**config.mk**
```make
export PLATFORM = sky130hd
export DESIGN_NAME = intFlagUnit
export DESIGN_NICKNAME = d
export VERILOG_FILES = /design/src/rtl/intFlagPkg.sv /design/src/rtl/flagControl.sv /design/src/rtl/flagDatapath.sv /design/src/rtl/intFlagUnit.sv
export SDC_FILE = /design/constraint.sdc
export NUM_CORES = 1
export LEC_CHECK = 0
export BUFFER_PORTS_ARGS = -buffer_cell sky130_fd_sc_hd__buf_2
export CORE_MARGIN = 1
export CORE_UTILIZATION = 40
export CTS_CLUSTER_SIZE = 30
export DETAILED_ROUTE_END_ITERATION = 16
export PLACE_DENSITY = 0.74
export SYNTH_ARGS = -nofsm -noshare
export SYNTH_HDL_FRONTEND = slang
export SYNTH_SLANG_ARGS = --single-unit
```
**constraint.sdc**
```tcl
create_clock -name clk -period 11.01 [get_ports clk]
set_input_delay 1.6515 -clock clk [delete_from_list [all_inputs] [get_ports clk]]
set_output_delay 1.6515 -clock clk [all_outputs]
set_load 0.005 [all_outputs]
```
**src/rtl/intFlagPkg.sv**
```systemverilog
package intFlagPkg;
  typedef struct packed {
    logic wrCarry;
    logic wrCarry32;
    logic wrOver;
    logic wrCond;
  } flagStrobes_t;
endpackage

```
**src/rtl/flagControl.sv**
```systemverilog
module flagControl
  import intFlagPkg::*;
#(
  parameter int CNT_W = 2
) (
  input  logic             opValid,
  input  logic [CNT_W-1:0] opCount,
  input  logic             immValid,
  input  logic             carryEn,
  input  logic             ovEn,
  input  logic             recEn,
  input  logic             divOvValid,
  input  logic [1:0]       doneMask,
  output flagStrobes_t     strobes
);
  localparam int SUM_W = CNT_W + 1;

  logic [SUM_W-1:0] listLen;
  logic             ovAllowed;

  assign listLen   = SUM_W'(opCount) + SUM_W'(immValid);
  assign ovAllowed = (listLen >= SUM_W'(2)) || divOvValid;

  always_comb begin
    strobes.wrCarry   = opValid && carryEn && !doneMask[0];
    strobes.wrCarry32 = opValid && carryEn && !doneMask[1];
    strobes.wrOver    = opValid && ovEn && ovAllowed;
    strobes.wrCond    = opValid && recEn;
  end
endmodule

```
**src/rtl/flagDatapath.sv**
```systemverilog
module flagDatapath #(
  parameter int DATA_W      = 64,
  parameter int NUM_REG_OPS = 3,
  parameter int CNT_W       = 2
) (
  input  logic [DATA_W-1:0] regOps [NUM_REG_OPS],
  input  logic [CNT_W-1:0]  opCount,
  input  logic              invertA,
  input  logic              immValid,
  input  logic [DATA_W-1:0] immData,
  input  logic              isAdd,
  input  logic              divOvValid,
  input  logic              divOvValue,
  input  logic [DATA_W-1:0] result,
  input  logic              soIn,
  output logic              caVal,
  output logic              ca32Val,
  output logic              ovVal,
  output logic              ov32Val,
  output logic [3:0]        condVal
);
  localparam int SLOTS  = NUM_REG_OPS + 1;
  localparam int HALF_W = DATA_W / 2;

  logic [DATA_W-1:0] slotVal [SLOTS];
  logic [SLOTS-1:0]  slotUsed;
  logic [SLOTS-1:0]  gtFull;
  logic [SLOTS-1:0]  gtHalf;

  for (genvar k = 0; k < SLOTS; k++) begin : gSlot
    logic [DATA_W-1:0] regVal;
    logic isReg;
    logic isImm;
    if (k < NUM_REG_OPS) begin : gReg
      if (k == 0) begin : gFirst
        assign regVal = invertA ? ~regOps[k] : regOps[k];
      end else begin : gRest
        assign regVal = regOps[k];
      end
    end else begin : gNoReg
      assign regVal = '0;
    end
    assign isReg       = (CNT_W'(k) < opCount);
    assign isImm       = immValid && (CNT_W'(k) == opCount);
    assign slotUsed[k] = isReg | isImm;
    assign slotVal[k]  = isReg ? regVal : (isImm ? immData : '0);
    assign gtFull[k]   = slotUsed[k] && (slotVal[k] > result);
    assign gtHalf[k]   = slotUsed[k] &&
                         (slotVal[k][HALF_W-1:0] > result[HALF_W-1:0]);
  end

  // carry group
  logic addCarry32;
  assign addCarry32 = result[HALF_W] ^ slotVal[0][HALF_W] ^ slotVal[1][HALF_W];
  assign caVal   = |gtFull;
  assign ca32Val = isAdd ? addCarry32 : |gtHalf;

  // overflow group
  logic signA, signB, signR, sign32A, sign32B, sign32R;
  assign signA   = slotVal[0][DATA_W-1];
  assign signB   = slotVal[1][DATA_W-1];
  assign signR   = result[DATA_W-1];
  assign sign32A = slotVal[0][HALF_W-1];
  assign sign32B = slotVal[1][HALF_W-1];
  assign sign32R = result[HALF_W-1];

  assign ovVal   = divOvValid ? divOvValue : ((signA == signB) && (signR != signA));
  assign ov32Val = divOvValid ? divOvValue : ((sign32A == sign32B) && (sign32R != sign32A));

  // condition field
  logic isNeg, isZero;
  assign isNeg   = result[DATA_W-1];
  assign isZero  = (result == '0);
  assign condVal = {isNeg, !isNeg && !isZero, isZero, soIn};
endmodule

```
**src/rtl/intFlagUnit.sv**
```systemverilog
module intFlagUnit
  import intFlagPkg::*;
#(
  parameter int DATA_W = 64
) (
  input  logic              clk,
  input  logic              rstN,
  input  logic              opValid,
  input  logic [DATA_W-1:0] opA,
  input  logic [DATA_W-1:0] opB,
  input  logic [DATA_W-1:0] opC,
  input  logic [1:0]        opCount,
  input  logic              invertA,
  input  logic              immValid,
  input  logic [DATA_W-1:0] immData,
  input  logic              isAdd,
  input  logic              carryEn,
  input  logic              ovEn,
  input  logic              recEn,
  input  logic              divOvValid,
  input  logic              divOvValue,
  input  logic [1:0]        doneMask,
  input  logic [DATA_W-1:0] result,
  output logic              flagCa,
  output logic              flagCa32,
  output logic              flagOv,
  output logic              flagOv32,
  output logic              flagSo,
  output logic [3:0]        condField
);
  localparam int NUM_REG_OPS = 3;
  localparam int CNT_W       = $clog2(NUM_REG_OPS + 1);

  logic [DATA_W-1:0] regOps [NUM_REG_OPS];
  assign regOps[0] = opA;
  assign regOps[1] = opB;
  assign regOps[2] = opC;

  flagStrobes_t strobes;
  logic caVal, ca32Val, ovVal, ov32Val, soNext;
  logic [3:0] condVal;

  flagControl #(.CNT_W(CNT_W)) uCtrl (
    .opValid(opValid), .opCount(opCount), .immValid(immValid),
    .carryEn(carryEn), .ovEn(ovEn), .recEn(recEn),
    .divOvValid(divOvValid), .doneMask(doneMask), .strobes(strobes)
  );

  assign soNext = flagSo | (strobes.wrOver & ovVal);

  flagDatapath #(.DATA_W(DATA_W), .NUM_REG_OPS(NUM_REG_OPS), .CNT_W(CNT_W)) uPath (
    .regOps(regOps), .opCount(opCount), .invertA(invertA),
    .immValid(immValid), .immData(immData), .isAdd(isAdd),
    .divOvValid(divOvValid), .divOvValue(divOvValue), .result(result),
    .soIn(soNext), .caVal(caVal), .ca32Val(ca32Val), .ovVal(ovVal),
    .ov32Val(ov32Val), .condVal(condVal)
  );

  always_ff @(posedge clk) begin
    if (!rstN) begin
      flagCa    <= 1'b0;
      flagCa32  <= 1'b0;
      flagOv    <= 1'b0;
      flagOv32  <= 1'b0;
      flagSo    <= 1'b0;
      condField <= 4'b0;
    end else begin
      if (strobes.wrCarry)   flagCa   <= caVal;
      if (strobes.wrCarry32) flagCa32 <= ca32Val;
      if (strobes.wrOver) begin
        flagOv   <= ovVal;
        flagOv32 <= ov32Val;
        flagSo   <= soNext;
      end
      if (strobes.wrCond) condField <= condVal;
    end
  end

  assert_so_sticky_R9: assert property (@(posedge clk) disable iff (!rstN)
    flagSo |=> flagSo);

  assert_idle_hold_R12: assert property (@(posedge clk) disable iff (!rstN)
    !opValid |=> $stable({flagCa, flagCa32, flagOv, flagOv32, flagSo, condField}));

  assert_div_override_R8: assert property (@(posedge clk) disable iff (!rstN)
    (opValid && ovEn && divOvValid) |=> (flagOv == $past(divOvValue)) &&
                                        (flagOv32 == $past(divOvValue)));

  assert_ca_mask_R6: assert property (@(posedge clk) disable iff (!rstN)
    (opValid && doneMask[0]) |=> $stable(flagCa));

  assert_ca32_mask_R6: assert property (@(posedge clk) disable iff (!rstN)
    (opValid && doneMask[1]) |=> $stable(flagCa32));

  assert_ov_skip_R10: assert property (@(posedge clk) disable iff (!rstN)
    (opValid && !divOvValid && (({1'b0, opCount} + {2'b0, immValid}) < 3'd2))
      |=> $stable({flagOv, flagOv32, flagSo}));

  assert_cond_class_R11: assert property (@(posedge clk) disable iff (!rstN)
    $onehot0(condField[3:1]));
endmodule

```
==> results of run 1 <==
-- routing by layer --
metal	GRT usage [%]	up-vias	share of wire, %
met1	39.3	5245	41
met4	14.0	0	4.5
met2	54.2	573	46
met3	3.17	97	7.8
li1	-	5433	-
met5	0	-	0
-- cells in the final DEF (no fill, tap or decap), drive strengths merged, types with 9 or more instances in the layout --
cell and n:
and2 65, nor4 24, nor2 20, ha 256
inv 72, nand4 62, nand2 60, dfxtp 9
nand3 92, a21oi 103, nor3 14, a22o 126
buf 350, o21ai 97, xnor2 65, a21o 28
-- synth_stat cells (5+ instances only) --
| cell type | count | share of area, % |
|---|---|---|
| o21ai_1 | 6 | 0.32 |
| a31oi_1 | 5 | 0.33 |
| nor2b_1 | 6 | 0.40 |
| and2_1 | 65 | 4.3 |
| o21ai_0 | 90 | 4.8 |
| clkbuf_1 | 50 | 2.0 |
| a21o_1 | 26 | 2.1 |
| a22o_1 | 126 | 12 |
| ha_1 | 256 | 34 |
| o21a_1 | 5 | 0.40 |
| a221oi_1 | 8 | 0.74 |
| xnor2_1 | 65 | 6.0 |
| nor2_1 | 19 | 0.76 |
| nor3_1 | 14 | 0.74 |
| nor4_1 | 23 | 1.5 |
| nand2_1 | 59 | 2.3 |
| nand3_1 | 91 | 4.8 |
| a21oi_1 | 103 | 5.5 |
| dfxtp_1 | 9 | 1.9 |
| inv_1 | 72 | 2.9 |
| buf_1 | 11 | 0.44 |
| nand4_1 | 60 | 4.0 |
| o211ai_1 | 5 | 0.40 |
-- cell families after synthesis --
family / synth area share [%]
compound gates: 30.6
buf+inv: 5.46
xor+xnor: 6.22
simple gates: 21.7
mux: 0.212
flops: 1.91
fa+ha+maj: 33.9
-- state kept, by name (all words and copies together) (netlist names) --
| name | cells |
|---|---|
| flagCa32 | 1 |
| condField | 4 |
| flagSo | 1 |
| flagOv | 1 |
| flagCa | 1 |
| flagOv32 | 1 |
-- metrics by stage --
stage	setup WS, ps	area (um2)	power [mW]	utilization, %	hold WS (ps)
floorplan	6340	9440	0.304	-	460
global placement	5270	11400	0.464	49.6	451
detailed placement	5120	11400	0.475	49.6	456
CTS	5380	11400	0.547	49.9	462
global route	5020	11400	0.602	49.9	511
finish	5280	11400	0.553	49.9	464
-- worst reg2reg max path, cell delays in order (launching register included) --
cell and delay (ps):
dfxtp_1 300, a21oi_1 220, nand2_1 80, o211a_1 120
-- final cells by class --
type | count | share of cell area [%]
Clock buffer | 4 | 0.689
Inverter | 72 | 2.36
Multi-Input combinational cell | 1114 | 76.5
Sequential cell | 9 | 1.57
Tap cell | 313 | 3.42
Timing Repair Buffer | 350 | 15.5
-- how the worst max path moves through the flow --
stage | cells after the start | start | end
global placement | 13 | opCount[1] | flagCa
CTS | 13 | opCount[1] | flagCa
detailed placement | 13 | opCount[1] | flagCa
finish | 13 | opCount[1] | flagCa
floorplan | 14 | opCount[1] | flagCa32
global route | 13 | opCount[1] | flagCa32
-- power by group --
group          internal, mW  total, mW  switching (mW)
Sequential           0.0344     0.0353        0.000921
Combinational         0.192      0.448           0.256
Clock                0.0489     0.0696          0.0207
Total                 0.276      0.553           0.278
==> out/metrics.yaml, run 1 <==
worst_setup_path:
  rr_endpoint: "condField[0]"
  slowest_stage: "buf_4"
  path_cells: "buf_2 -> buf_4 -> nor2_4 -> buf_4 -> mux2i_1 -> ha_1 -> nand4_1 -> nor3_1 -> nand4_1 -> o21ai_0 -> o21bai_1 -> o2111a_1 -> a31oi_1"
  crit_required_ps: 11140
  setup.worst_path.start_class: "input port"
  path_class: "input port to register"
  rr_startpoint: "flagSo"
  path_max_fanout: 95
  r2r_cells: 3
  cp-end-kind: "register"
  cpLargestDelayFamily: "simple AND/OR/NAND/NOR gates"
  slowest_delay_ps: 740
  reg2reg_slack_ps: 10170
  critPathBufInv: 3
  cp.arrival_ps: 5860
placement:
  hpwlAfterDp_um: 33000
  gp_congestion: 0.976
  dp_cells: 1858
  io_buffers: 343
synth:
  synthFlopType: "dfxtp_1"
  ys_ff_latch: 9
  synth_fp_nets: 1849
  syn_area_per_cell_um2: 7.50
  ys_seq_area_share_pct: 1.91
  yosysWarnings: 0
  netlist_instances: 1258
  ys_async_sr_fraction_pct: 0
  ys_types: 69
  netlist_area_um2: 9440
  synth-edff-count: 0
cts:
  clk_latency_ps: 250
  cts_tree: "done"
  cts_buffers: 3
  clk_pin_slew_ps: 50
  holdBufCountCts: 0
  ctsResizeCount: 0
  clock-root-buffer: "clkbuf_16"
  cts_sinks: 9
  clock_path_buffers: 2
  htree_levels: 1
  postCtsSetupRepairBufs: 0
die:
  die_h_um: 156
  io_pins: 344
  dieArea_um2: 24200
  coreArea_um2: 22900
  row_count: 55
  start_util_pct: 41.2
  die_w_um: 156
global_routing:
  antenna_found_initial: 1
  grt_max_degree: 96
  grt_overflow: 0
  grt_pass1_vias: 11000
  grt_pass1_wl_um: 58900
  grtUsageTotal_pct: 31.4
route:
  initialDrtViolationCount: 891
  drt_first_pass_iters: 5
  drt_wl_total_um: 39400
  ant_nets: 0
  post-route-drc-count: 0
  vias: 11300
  viasPerCell: 6.09
  routedWlPerCell_um: 21.2
sta:
  rsz0062_at_grt: "false"
  fin_crit_sh_pct: 52.0
  setup_viol: 0
  slew_headroom_pct: 33.4
  worst_slew_pin_slew_ps: 999
  final_max_slew_viol_count: 0
  max_freq_mhz: 175
  fin_crit_ps: 5730
  hold_viol: 0
  setup_tns_ps: 0
  fin_skew_ps: 8.26
worst_hold_path:
  holdPathStages: 2
  worstHoldEndpoint: "condField[3]"
  holdCritStartpoint: "condField[3]"
  min_path_type: "register to register"
cells_and_area:
  fin_nets: 2141
  layout.area.seq_um2: 180
  area_delta_synth_final_pct: 21.3
  final_cells: 1862
  fillers: 2319
  drive_gt1_share_pct: 24.2
  multi_input_area_um2: 8750
  n_antenna_cell: 0
status:
  outcome: "finished clean"
job:
  drv_cap: 0
power:
  cellLeakagePower_nw: 5.90
  power_density_nw_per_um2: 48.3
  vdd_drop_max_v: 0.0000533
Power figures use the tool's default switching activity.
==> run 2: changes to the inputs <==
--- a/config.mk
+++ b/config.mk
@@ -5,12 +5,13 @@
 export SDC_FILE = /design/constraint.sdc
 export NUM_CORES = 1
 export LEC_CHECK = 0
+export ABC_AREA = 1
 export BUFFER_PORTS_ARGS = -buffer_cell sky130_fd_sc_hd__buf_2
 export CORE_MARGIN = 1
 export CORE_UTILIZATION = 40
 export CTS_CLUSTER_SIZE = 30
 export DETAILED_ROUTE_END_ITERATION = 16
-export PLACE_DENSITY = 0.74
+export PLACE_DENSITY = 0.76
 export SYNTH_ARGS = -nofsm -noshare
 export SYNTH_HDL_FRONTEND = slang
 export SYNTH_SLANG_ARGS = --single-unit
==> constraint.sdc (replaced) <==
create_clock -name clk -period 4.7 [get_ports clk]
set_input_delay 0.705 -clock clk [delete_from_list [all_inputs] [get_ports clk]]
set_output_delay 0.705 -clock clk [all_outputs]
set_load 0.005 [all_outputs]
==> run 2 against run 1 <==
Cell area grew 0.97%. First-iteration DRC count fell by 0.79%. Core utilization grew 0.49 points. Die area is 0.41% higher. Worst setup slack got worse by 4300 ps. Critical endpoint unchanged. Highest routed layer unchanged.
==> out/metrics.yaml, run 2 <==
status:
  outcome: "finished clean"
synth:
  ys_ff_latch: 9  # unchanged
  synth_common_cells: "nand2_1, ha_1, inv_1"
  synth.area.top_cells: "ha_1, nand2_1, o21ai_0"
  ys_async_sr_fraction_pct: 0  # unchanged
  synthFlopType: "dfxtp_1"
  synth-edff-count: 0  # unchanged
  post-synth-top-count-cell: "nand2_1"
  ys_seq_area_share_pct: 1.90  # -0.0078 points
  yosys.area.top_type: "ha_1"
  netlist_area_um2: 9480  # +0.41%
  ys_types: 33  # -52%
  syn_area_per_cell_um2: 6.00  # -20%
  yosysWarnings: 0  # unchanged
  synth_fp_nets: 2171  # +17%
  netlist_instances: 1580  # +26%
  synth_top_area_share_pct: 33.8  # -0.14 points
sta:
  setup_tns_ps: 0  # unchanged
  worst_slew_pin_slew_ps: 1180  # +182 ps
  setup_viol: 0  # unchanged
  holdWs_ps: 472  # +7.95 ps
  final_max_slew_viol_count: 0  # unchanged
  hold_viol: 0  # unchanged
  rsz0062_at_grt: "false"
  slew_headroom_pct: 21.3  # -12 points
  fin_skew_ps: 0.0606  # -8.19 ps
  max_freq_mhz: 270
  fin_crit_sh_pct: 78.7
  fin_crit_ps: 3700
route:
  post-route-drc-count: 0  # unchanged
  drt_wl_total_um: 36300  # -7.9%
  initialDrtViolationCount: 884  # -0.79%
  routedWlPerCell_um: 16.5  # -22%
  viasPerCell: 5.37  # -12%
  vias: 11800  # +4.2%
  drt_first_pass_iters: 5  # unchanged
  ant_nets: 0  # unchanged
placement:
  gp_congestion: 0.923  # -5.4%
  place_area_um2: 11500  # +0.89%
  io_buffers: 343  # unchanged
  hpwlAfterDp_um: 30300  # -8.2%
global_routing:
  grt_pass1_wl_um: 56200  # -4.5%
  grtUsageTotal_pct: 29.0  # -2.4 points
  grt_pass1_vias: 11300  # +2.7%
  grt_overflow: 0  # unchanged
  antenna_found_initial: 4  # +3
  grt_max_degree: 66  # -31%
cells_and_area:
  layout_common_cells: "nand2_1, buf_2, ha_1"
  area_delta_synth_final_pct: 21.9
  final_area_um2: 11600  # +0.97%
  largest_reg_flops: 4  # unchanged
  layout_commonest_cell: "nand2_1"
  fin_util_pct: 50.4  # +0.49 points
  top_register: "condField"
  fin_nets: 2476  # +16%
  drive_gt1_share_pct: 19.3  # -4.9 points
cts:
  cts_buffers: 3  # unchanged
  htree_levels: 1  # unchanged
  clock-root-buffer: "clkbuf_16"
  clk_latency_ps: 240  # about the same
  postCtsSetupRepairBufs: 0  # unchanged
  ctsResizeCount: 0  # unchanged
  clk_pin_slew_ps: 40  # about the same
  holdBufCountCts: 0  # unchanged
  cts_sinks: 9  # unchanged
  cts_tree: "done"
  clock_path_buffers: 2  # unchanged
worst_setup_path:
  reg2reg_slack_ps: 3970  # -6200 ps
  crit_required_ps: 4820  # -6320 ps
  rr_startpoint: "condField[2]"
  path_class: "input port to register"
  cp-end-kind: "register"
  cp.arrival_ps: 3820  # -2040 ps
  r2r_cells: 4  # +1
  path_max_fanout: 64  # -33%
  setup.worst_path.start_class: "input port"
  rr_endpoint: "condField[2]"
worst_hold_path:
  worstHoldEndpoint: "flagOv"
  holdPathStages: 2  # unchanged
  min_path_type: "register to register"
  holdCritStartpoint: "flagOv"
power:
  seq_power_share_pct: 6.6  # +0.2 points
  p_comb_share_pct: 80.9  # about the same
  switching_share_pct: 51.5  # +1.3 points
  cellLeakagePower_nw: 6.67  # +13%
  power_density_nw_per_um2: 109  # +120%
  clockPowerShare_pct: 12.5  # about the same
  vdd_drop_max_v: 0.0000814  # +53%
  p_int_mw: 0.610  # +120%
  switchingPower_mw: 0.647  # +130%
die:
  die_w_um: 156  # +0.20%
  io_pins: 344  # unchanged
  row_count: 55  # unchanged
  coreArea_um2: 22900  # unchanged
  start_util_pct: 41.3  # +0.17 points
  dieArea_um2: 24300  # +0.41%
  die_h_um: 156  # +0.20%
job:
  drv_cap: 0  # unchanged
[run 2: per-stage QoR]
| stage | power [mW] | worst slack (ps) | std cells |
|---|---|---|---|
| floorplan | 0.723 | 1970 | 1580 |
| global placement | 1.06 | 922 | 2193 |
| detailed placement | 1.08 | 824 | 2193 |
| CTS | 1.25 | 1050 | 2197 |
| global route | 1.40 | 621 | 2201 |
| finish | 1.26 | 1000 | 2201 |
[run 2: how the worst max path moves through the flow]
stage             end  slack [ps]        from
6_report       flagCa        1000  opCount[1]
5_1_grt        flagCa         620  opCount[1]
4_1_cts        flagCa        1050  opCount[1]
3_5_place_dp   flagCa         820  opCount[1]
3_3_place_gp   flagCa         920  opCount[1]
2_1_floorplan  flagCa        1970  opCount[1]
[run 2: cell type report]
type | instances | area (um2)
Multi-Input combinational cell | 1316 | 8330
Clock buffer | 4 | 78.8
Inverter | 202 | 758
Timing Repair Buffer | 353 | 1810
Tap cell | 313 | 392
Antenna cell | 4 | 10.0
Fill cell | 2435 | 11400
Sequential cell | 9 | 180
[run 2: critical path: stages]
cell and delay (ps):
buf_2 390, nand2_1 160, inv_2 870, nand2_1 130
o21ai_0 130, ha_1 290, a21oi_1 160, o21ai_0 130
a21oi_1 150, nand2_1 110, nand2_1 70, nand2_1 90
nand2_1 70, nand2_1 50, nand2_1 60, nand2_1 40
nor2_1 120, nor2_1 50
[run 2: kinds of logic after synthesis]
group,share of synthesized area [%]
and+or+nand+nor,26.1
AOI/OAI and AO/OA,21.8
adders and majority gates,33.8
buffers and inverters,10.3
xor gates and xnor gates,6.10
DFF,1.90
[run 2: layer usage]
metal | routed length, um | GRT usage, % | part of all wire, %
met1 | 16200 | 38.5 | 45
met2 | 16400 | 48.9 | 45
met3 | 2290 | 1.78 | 6.3
met4 | 1360 | 11.1 | 3.8
met5 | 0 | 0 | 0
[run 2: power groups by stage]
stage	Sequential [mW]	Clock, mW	Combinational [mW]
2_1_floorplan	0.0840	0	0.639
3_3_place_gp	0.0841	0	0.974
3_5_place_dp	0.0841	0	1.00
4_1_cts	0.0828	0.159	1.01
5_1_grt	0.0829	0.164	1.16
6_report	0.0829	0.157	1.02
==> run 3: changes to the inputs <==
==> constraint.sdc (replaced) <==
create_clock -name clk -period 3.07 [get_ports clk]
set_input_delay 0.4605 -clock clk [delete_from_list [all_inputs] [get_ports clk]]
set_output_delay 0.4605 -clock clk [all_outputs]
set_load 0.005 [all_outputs]
==> run 3 against run 2 <==
Sequential power is 53% higher. Largest cell class unchanged. Largest power group unchanged. Clock-buffer cell count stayed put. First-iteration DRC count is 3.1% lower. Critical endpoint unchanged. Flip-flop and latch count stayed put. Critical path depth is 3 lower.
==> out/metrics.yaml, run 3 (same netlist as run 2, synthesis figures left out) <==
worst_setup_path:
  slowest_delay_ps: 350  # -520 ps
  cpLargestDelayFamily: "simple AND/OR/NAND/NOR gates"
  slowest_stage: "buf_4"
  path_class: "input port to register"
  cpMostUsedCell: "nor2_1"
  path_max_fanout: 29  # -55%
  crit_required_ps: 3190  # -1630 ps
  path_cells: "buf_2 -> nor2_4 -> buf_4 -> o22ai_1 -> ha_1 -> nand2_1 -> nor2_1 -> nand2_1 -> nor2_1 -> nand4_1 -> o21a_1 -> nand2_1 -> nand3_1 -> nor2_1 -> nor2_1"
  critPathBufInv: 2  # unchanged
  cp-end-kind: "register"
  cp.arrival_ps: 2850  # -970 ps
  setup.worst_path.start_class: "input port"
sta:
  rsz0062_at_grt: "false"
  setup_tns_ps: 0  # unchanged
  slew_headroom_pct: 53.8  # +33 points
  fin_crit_ps: 2730
  setup_viol: 0  # unchanged
  max_freq_mhz: 367
  final_max_slew_viol_count: 0  # unchanged
  setup_slack_ps: 342  # -659 ps
  fin_crit_sh_pct: 88.9
  hold_viol: 0  # unchanged
  worst_slew_pin_slew_ps: 686  # -495 ps
  fin_skew_ps: 0.558  # +0.498 ps
cells_and_area:
  area_delta_synth_final_pct: 23.8
  top_register: "condField"
  fin_nets: 2487  # +0.44%
  layout_common_cells: "nand2_1, buf_2, ha_1"
  final_cells: 2208  # +0.32%
  drive_gt1_share_pct: 19.8  # +0.47 points
  largest_reg_flops: 4  # unchanged
  layout_commonest_cell: "nand2_1"
  n_antenna_cell: 0  # -4
cts:
  cts_sinks: 9  # unchanged
  clk_latency_ps: 240  # about the same
  clock-root-buffer: "clkbuf_16"
  clock_path_buffers: 2  # unchanged
  htree_levels: 1  # unchanged
  cts_buffers: 3  # unchanged
  holdBufCountCts: 0  # unchanged
  clk_pin_slew_ps: 40  # about the same
  cts_tree: "done"
job:
  drv_cap: 0  # unchanged
route:
  routedWlPerCell_um: 16.5  # -0.17%
  post-route-drc-count: 0  # unchanged
  initialDrtViolationCount: 857  # -3.1%
  viasPerCell: 5.35  # -0.31%
  drt_first_pass_iters: 5  # unchanged
  vias: 11800  # +0.0085%
  ant_nets: 0  # unchanged
  drt_wl_total_um: 36300  # +0.15%
placement:
  io_buffers: 343  # unchanged
  hpwlAfterDp_um: 31000  # +2.2%
  pre_cts_slack_ps: 110  # -714 ps
  dp_cells: 2204  # +0.50%
  gp_congestion: 0.958  # +3.7%
die:
  row_count: 55  # unchanged
  coreArea_um2: 22900  # unchanged
  start_util_pct: 41.3  # unchanged
  die_h_um: 156  # unchanged
  die_w_um: 156  # unchanged
  dieArea_um2: 24300  # unchanged
  io_pins: 344  # unchanged
global_routing:
  grtUsageTotal_pct: 29.1  # +0.073 points
  antenna_found_initial: 1  # -3
  grt_pass1_vias: 11200  # -0.40%
  grt_overflow: 0  # unchanged
  grt_pass1_wl_um: 56300  # +0.14%
  grt_max_degree: 45  # -32%
worst_hold_path:
  min_path_type: "register to register"
status:
  outcome: "finished clean"
power:
  vdd_drop_max_v: 0.000140  # +72%
  cellLeakagePower_nw: 6.77  # +1.4%
  power_density_nw_per_um2: 166  # +53%
-- run 3: cell type report --
| type | instances | area (um2) |
|---|---|---|
| multi-input cells | 1316 | 8330 |
| fillers | 2448 | 11200 |
| flip-flops and latches | 9 | 180 |
| repair buffers | 364 | 1990 |
| inverters | 202 | 758 |
| clock buffers | 4 | 78.8 |
| well taps | 313 | 392 |
-- run 3: timing repair --
action,in CTS,in global routing
gates resized for setup,0,1
buffers inserted,0,0
endpoints found under the hold margin,0,0
endpoints found under the setup margin,0,2
-- run 3: worst paths after layout --
kind / from / endpoint / slack (ps) / cells past startpoint
worst max-delay path: opCount[1] / flagCa / 340 / 15
worst min-delay path: condField[1] / condField[1] / 460 / 2
worst max register to register: flagCa / flagCa / 2270 / 2
worst min register to register: condField[1] / condField[1] / 460 / 2
-- run 3: per-layer routing --
layer	GRT usage, %	vias to the layer above	share of wire (%)
met1	38.5	5319	45
li1	-	5969	-
met5	0	-	0.036
met4	8.22	2	2.5
met2	49.5	464	46
met3	2.94	67	7.0
-- run 3: power breakdown --
group          switching [mW]  internal (mW)
Combinational           0.923          0.658
Sequential            0.00366          0.123
Clock                  0.0677          0.175
Total                   0.994          0.956
-- run 3: metrics by stage --
step / cell area [um2] / util [%] / hold slack [ps] / total power, mW
after floorplan: 9480 / - / 461 / 1.11
after global placement: 11600 / 50.8 / 459 / 1.64
after detailed placement: 11600 / 50.8 / 460 / 1.69
after CTS: 11700 / 51.2 / 466 / 1.93
after global routing: 11700 / 51.2 / 487 / 2.17
final: 11700 / 51.2 / 464 / 1.95
-- run 3: worst reg2reg max path, delay by kind of cell (launching register included) --
family | cells | cell delay [ps]
flops | 1 | 340
simple gates | 1 | 90
compound gates | 1 | 260
